<file path="src/rtl/sar_pkg.sv">
package sar_pkg;
  // Mode register field positions (software-visible layout)
  localparam int CH_LSB    = 4;
  localparam int CH_W      = 3;
  localparam int START_BIT = 3;
  localparam int EOC_BIT   = 2;
  localparam int BIAS_BIT  = 1;

  typedef struct packed {
    logic [CH_W-1:0] ch;
    logic            bias;
  } sel_t;
endpackage

</file>
<file path="src/rtl/sar_mode_regs.sv">
module sar_mode_regs
  import sar_pkg::*;
#(
  parameter int DATA_W = 8
) (
  input  logic              clk,
  input  logic              rst_n,
  input  logic              wr_en,
  input  logic              reg_sel,
  input  logic [DATA_W-1:0] wr_data,
  input  logic              commit,
  input  logic              eoc_clr,
  output logic              start_req,
  output logic              start_q,
  output logic              eoc_q,
  output logic [DATA_W-1:0] mode_rd
);
  logic mode_wr;
  sel_t sw_sel;

  assign mode_wr   = wr_en && !reg_sel;
  assign start_req = mode_wr && wr_data[START_BIT];

  always_ff @(posedge clk or negedge rst_n) begin
    if (!rst_n) begin
      sw_sel  <= '0;
      start_q <= 1'b0;
      eoc_q   <= 1'b0;
    end else begin
      if (mode_wr) begin
        sw_sel.ch   <= wr_data[CH_LSB +: CH_W];
        sw_sel.bias <= wr_data[BIAS_BIT];
      end
      start_q <= start_req;
      if (commit)       eoc_q <= 1'b1;
      else if (eoc_clr) eoc_q <= 1'b0;
    end
  end

  always_comb begin
    mode_rd                    = '0;
    mode_rd[CH_LSB +: CH_W]    = sw_sel.ch;
    mode_rd[START_BIT]         = start_q;
    mode_rd[EOC_BIT]           = eoc_q;
    mode_rd[BIAS_BIT]          = sw_sel.bias;
  end
endmodule

</file>
<file path="src/rtl/sar_step_timer.sv">
module sar_step_timer #(
  parameter int BITS      = 8,
  parameter int STEP_CLKS = 21,
  parameter int EOC_DELAY = 16   // 2..16, must be below BITS*STEP_CLKS
) (
  input  logic                        clk,
  input  logic                        rst_n,
  input  logic                        start_req,
  output logic                        busy,
  output logic                        decide,
  output logic                        commit,
  output logic [$clog2(BITS)-1:0]     bit_idx,
  output logic                        eoc_clr
);
  localparam int TW  = $clog2(STEP_CLKS);
  localparam int IW  = $clog2(BITS);
  localparam int DLW = $clog2(EOC_DELAY + 1);

  logic [TW-1:0]  tick;
  logic [DLW-1:0] dly;
  logic           pend;

  assign decide  = busy && (tick == TW'(STEP_CLKS - 1));
  assign commit  = pend;
  assign eoc_clr = (dly == DLW'(1)) && !start_req;

  always_ff @(posedge clk or negedge rst_n) begin
    if (!rst_n) begin
      busy    <= 1'b0;
      tick    <= '0;
      bit_idx <= '0;
      pend    <= 1'b0;
      dly     <= '0;
    end else if (start_req) begin
      // the start cycle counts as the first clock of the MSB step
      busy    <= 1'b1;
      tick    <= TW'(1);
      bit_idx <= IW'(BITS - 1);
      pend    <= 1'b0;
      dly     <= DLW'(EOC_DELAY);
    end else begin
      pend <= 1'b0;
      if (dly != '0) dly <= dly - DLW'(1);
      if (busy) begin
        if (decide) begin
          tick <= '0;
          if (bit_idx == '0) begin
            busy <= 1'b0;
            pend <= 1'b1;
          end else begin
            bit_idx <= bit_idx - IW'(1);
          end
        end else begin
          tick <= tick + TW'(1);
        end
      end
    end
  end
endmodule

</file>
<file path="src/rtl/sar_search.sv">
module sar_search #(
  parameter int BITS = 8,
  parameter int IW   = $clog2(BITS)
) (
  input  logic            clk,
  input  logic            rst_n,
  input  logic            start_req,
  input  logic            decide,
  input  logic            commit,
  input  logic [IW-1:0]   bit_idx,
  input  logic            cmp_in,
  output logic [BITS-1:0] code,
  output logic [BITS-1:0] result
);
  logic [BITS-1:0] next_code;

  // Per bit: the bit under test takes the comparator answer,
  // the bit just below it becomes the next trial bit.
  for (genvar g = 0; g < BITS; g++) begin : g_bit
    if (g == BITS - 1) begin : g_top
      assign next_code[g] = (bit_idx == IW'(g)) ? cmp_in : code[g];
    end else begin : g_low
      assign next_code[g] = (bit_idx == IW'(g))     ? cmp_in :
                            (bit_idx == IW'(g + 1)) ? 1'b1   : code[g];
    end
  end

  always_ff @(posedge clk or negedge rst_n) begin
    if (!rst_n)         code <= '0;
    else if (start_req) code <= {1'b1, {(BITS-1){1'b0}}};
    else if (decide)    code <= next_code;
  end

  // Result has no defined reset value.
  always_ff @(posedge clk) begin
    if (commit) result <= code;
  end
endmodule

</file>
<file path="src/rtl/sar_adc_seq.sv">
module sar_adc_seq
  import sar_pkg::*;
#(
  parameter int DATA_W    = 8,
  parameter int STEP_CLKS = 21,
  parameter int EOC_DELAY = 16
) (
  input  logic              clk,
  input  logic              rst_n,
  input  logic              reg_sel,
  input  logic              wr_en,
  input  logic [DATA_W-1:0] wr_data,
  output logic [DATA_W-1:0] rd_data,
  output logic [DATA_W-1:0] dac_code,
  input  logic              cmp_in,
  output logic [CH_W-1:0]   ch_sel,
  output logic              bias_sel
);
  localparam int IW = $clog2(DATA_W);

  logic              start_req, start_q, eoc_q, commit, eoc_clr;
  logic              busy, decide;
  logic [IW-1:0]     bit_idx;
  logic [DATA_W-1:0] mode_rd, result;
  sel_t              sel_lat;

  sar_mode_regs #(.DATA_W(DATA_W)) u_regs (
    .clk(clk), .rst_n(rst_n), .wr_en(wr_en), .reg_sel(reg_sel),
    .wr_data(wr_data), .commit(commit), .eoc_clr(eoc_clr),
    .start_req(start_req), .start_q(start_q), .eoc_q(eoc_q),
    .mode_rd(mode_rd)
  );

  sar_step_timer #(.BITS(DATA_W), .STEP_CLKS(STEP_CLKS), .EOC_DELAY(EOC_DELAY)) u_timer (
    .clk(clk), .rst_n(rst_n), .start_req(start_req), .busy(busy),
    .decide(decide), .commit(commit), .bit_idx(bit_idx), .eoc_clr(eoc_clr)
  );

  sar_search #(.BITS(DATA_W), .IW(IW)) u_search (
    .clk(clk), .rst_n(rst_n), .start_req(start_req), .decide(decide),
    .commit(commit), .bit_idx(bit_idx), .cmp_in(cmp_in),
    .code(dac_code), .result(result)
  );

  // Selects are captured from the start write itself and frozen until the next start
  always_ff @(posedge clk or negedge rst_n) begin
    if (!rst_n) begin
      sel_lat <= '0;
    end else if (start_req) begin
      sel_lat.ch   <= wr_data[CH_LSB +: CH_W];
      sel_lat.bias <= wr_data[BIAS_BIT];
    end
  end

  assign ch_sel   = sel_lat.ch;
  assign bias_sel = sel_lat.bias;
  assign rd_data  = reg_sel ? result : mode_rd;
endmodule

</file>
<file path="config.mk">
export PLATFORM = sky130hd
export DESIGN_NAME = sar_adc_seq
export DESIGN_NICKNAME = d
export VERILOG_FILES = /design/src/rtl/sar_pkg.sv /design/src/rtl/sar_mode_regs.sv /design/src/rtl/sar_step_timer.sv /design/src/rtl/sar_search.sv /design/src/rtl/sar_adc_seq.sv
export SDC_FILE = /design/constraint.sdc
export NUM_CORES = 1
export LEC_CHECK = 0
export BUFFER_PORTS_ARGS = -buffer_cell sky130_fd_sc_hd__buf_2
export CORE_MARGIN = 2
export CORE_UTILIZATION = 30
export DETAILED_ROUTE_END_ITERATION = 16
export PLACE_DENSITY = 0.49
export SYNTH_ARGS = -nofsm -noshare
export SYNTH_HDL_FRONTEND = slang
export SYNTH_SLANG_ARGS = --single-unit
</file>
<file path="constraint.sdc">
create_clock -name clk -period 3.6 [get_ports clk]
set_clock_uncertainty 0.15 [all_clocks]
set_input_delay 0.18 -clock clk [delete_from_list [all_inputs] [get_ports clk]]
set_output_delay 0.18 -clock clk [all_outputs]
set_load 0.01 [all_outputs]
</file>
==> impl_metrics.env <==
export IMPL_outcome="finished, final reports clean"
export IMPL_hp_class="primary input to register"
export IMPL_critical_path_max_fanout=20
export IMPL_gp_congestion=0.693
export IMPL_cts_htree_levels=2
export IMPL_pin_count=33
export IMPL_seq_power_share_pct=44.0
export IMPL_grt_pass1_wl_mm=6.67
export IMPL_ant_nets=0
export IMPL_syn_nets=189
export IMPL_dpl_cell_count=265
export IMPL_start_kind="register"
export IMPL_endpoint_kind="register"
export IMPL_crit_required_ps=3630
export IMPL_diodes=0
export IMPL_crit_slowest_cell="dfrtp_1"
export IMPL_die_width_um=86.3
export IMPL_hold_viol=0
export IMPL_p_leak_nw=1.08
export IMPL_synth_common_cells="33 x dfrtp_1, 16 x mux2_2, 10 x nor2_1"
export IMPL_fillers=659
export IMPL_synthXorXnorAreaFrac_pct=0
export IMPL_routedWlPerCell_um=14.1
export IMPL_instances_no_fill=278
export IMPL_path_cells="inv_1 -> ha_1 -> and4b_4 -> and3_2 -> a311o_1"
export IMPL_p_switching_w=0.000490
export IMPL_clock_fmax_ghz=0.540
export IMPL_dr_total_vias=1384
export IMPL_antenna_found_initial=0
export IMPL_intPower_w=0.00107
export IMPL_final_nets=222
export IMPL_synth_area_per_cell_um2=12.2
export IMPL_period_minus_slack_ps=1850
export IMPL_chipHeight_um=86.3
export IMPL_synth_area_mm2=0.00203
export IMPL_holdWs_ps=34.5
export IMPL_drive_above_1_share_pct=33.3
export IMPL_clock_path_buffers=2
export IMPL_core_rowCount=29
export IMPL_setup_viol=0
export IMPL_power_w=0.00156
export IMPL_hold_buffers=5
export IMPL_clkPwrFrac_pct=27.9
export IMPL_dp_final_hpwl_mm=2.64
export IMPL_synthMuxAreaShare_pct=9.37
export IMPL_ys_seq_area_share_pct=52.5
export IMPL_cts_setup_buffers=0
export IMPL_synth_area_leaders="dfrtp_1 41%, edfxtp_1 12%, mux2_2 8.9%"
export IMPL_cts_resized=0
export IMPL_drtIter0Drc=52
export IMPL_yosys_area_top_type="dfrtp_1"
export IMPL_cts_buffers=5
export IMPL_drc_errors=0
export IMPL_clkTransAtPathRegs_ps=80
export IMPL_clk_root_buffer_cell="clkbuf_8"
export IMPL_grt_max_degree=34
export IMPL_critical_path_top_delay_family="simple AND/OR/NAND/NOR gates"
export IMPL_switching_share_pct=31.4
export IMPL_final_core_util_pct=36.9
export IMPL_via_per_inst=4.98
export IMPL_synth_compound_area_share_pct=13.0
export IMPL_synth_edf_count=8
export IMPL_rsz0062_at_grt="no"
export IMPL_synth_seq_cells=41
export IMPL_yosys_area_share_simple_pct=14.0
export IMPL_io_buffers=29
export IMPL_final_max_slew_viol_count=0
export IMPL_relSlewSlack_pct=49.8
export IMPL_arrival_ps=1880
export IMPL_drv_cap=0
export IMPL_areaGrowthSynthToFinish_pct=17.4
export IMPL_yosys_warnings=0
export IMPL_path_class="register to register"
export IMPL_start_util_pct=31.4
export IMPL_max_stage_delay_ps=410
export IMPL_coreArea_mm2=0.00646
export IMPL_crit_buf_inv=1
export IMPL_synth_main_ff_cell="dfrtp_1"
export IMPL_max_slew_worst_pin_slew_ps=753
export IMPL_synth_top_family_by_area="simple AND/OR/NAND/NOR gates"
export IMPL_synth_top_area_share_pct=40.7
export IMPL_grt_pass1_vias=1374
export IMPL_wl_mm=3.91
export IMPL_combPwrFrac_pct=28.1
export IMPL_insertion_delay_ps=290
export IMPL_tns_ps=0
export IMPL_cts_num_sinks=41
export IMPL_synthAdderAreaFrac_pct=5.55
export IMPL_die_area_mm2=0.00744
export IMPL_vdd_drop_max_uv=220
export IMPL_grt_overflow_total=0
export IMPL_grtUsageTotal_pct=11.4
export IMPL_drtPass1Iterations=4
export IMPL_postSynthCellCount=167
export IMPL_async_flop_share_pct=80.5
export IMPL_cts_tree="built"
export IMPL_rrSetupSlack_ps=1750
export IMPL_powerDensity_mw_per_mm2=654
export IMPL_synth_cell_types=48
export IMPL_post_synth_top_count_cell="dfrtp_1"
export IMPL_fin_crit_sh_pct=51.4
-- cells in the final DEF (no fill, tap or decap), types with 3 or more instances in the layout --
cell type      instances
and4_2                 3
edfxtp_1               8
nand2_1                4
dfrtp_1               33
clkbuf_8               5
a311oi_1               5
buf_2                 29
nor3_1                 4
inv_1                  9
nor2b_1                4
nor2_1                10
mux2_2                16
a21oi_1                7
ha_1                   9
a31oi_1                6
dlygate4sd3_1          5
-- cell families (layout without fill, tap and decap cells) --
kind of cell | count (synthesis) | after routing
flops | 41 | 41
buf+inv | 18 | 52
mux | 17 | 17
fa+ha+maj | 9 | 9
simple gates | 46 | 46
compound gates | 36 | 36
-- path summary, 6_finish.rpt --
| kind | startpoint | endpoint | cells past startpoint |
|---|---|---|---|
| max in group asynchronous | rst_n | u_timer.tick[2] | 2 |
| hold / removal | cmp_in | u_search.code[7] | 2 |
| setup / recovery | u_timer.tick[0] | u_search.code[7] | 5 |
| min in group asynchronous | rst_n | bias_sel | 2 |
| hold reg to reg | u_search.code[0] | u_search.result[0] | 0 |
| setup reg to reg | u_timer.tick[0] | u_search.code[7] | 5 |
-- power groups by stage --
stage / Sequential [W] / Clock, W / Combinational (W)
floorplan: 0.000664 / 0 / 0.000378
global placement: 0.000695 / 0 / 0.000436
detailed placement: 0.000696 / 0 / 0.000437
CTS: 0.000687 / 0.000455 / 0.000443
global route: 0.000709 / 0.000466 / 0.000509
finish: 0.000686 / 0.000436 / 0.000438
-- worst reg2reg max path: stages (launching register included) --
cell     delay (ps)
dfrtp_1         410
inv_1            60
ha_1            210
and4b_4         280
and3_2          280
a311o_1         350
-- layer usage --
metal	share of wire (%)	GRT usage, %	vias to the layer above
met1	47	14.2	658
met5	0	0	-
li1	-	-	690
met2	47	19.1	31
met3	4.2	3.33	5
met4	1.1	3.41	0
-- per-stage QoR --
step / setup slack [ps] / instance area [µm²]
floorplan: 1890 / 2030
global placement: 1770 / 2200
detailed placement: 1760 / 2200
CTS: 1750 / 2380
global route: 1650 / 2380
finish: 1750 / 2380
-- registers in the layout, summed over array words and instances (netlist names) --
| register | cells |
|---|---|
| bias_sel | 1 |
| u_regs.mode_rd | 4 |
| u_timer.bit_idx | 3 |
| ch_sel | 3 |
| u_timer.dly | 5 |
| u_regs.start_q | 1 |
| u_timer.commit | 1 |
| u_timer.busy | 1 |
| u_timer.tick | 5 |
| u_regs.eoc_q | 1 |
| u_search.code | 8 |
| u_search.result | 8 |
-- layout make-up --
cell class / count / area, µm² / share of cell area (%)
well taps: 77 / 96.3 / 4.04
inverters: 9 / 33.8 / 1.42
clock buffers: 5 / 68.8 / 2.89
multi-input cells: 108 / 852 / 35.7
clock inverters: 3 / 65.1 / 2.73
flip-flops and latches: 41 / 1070 / 44.7
repair buffers: 35 / 203 / 8.50
Power figures use the tool's default switching activity.
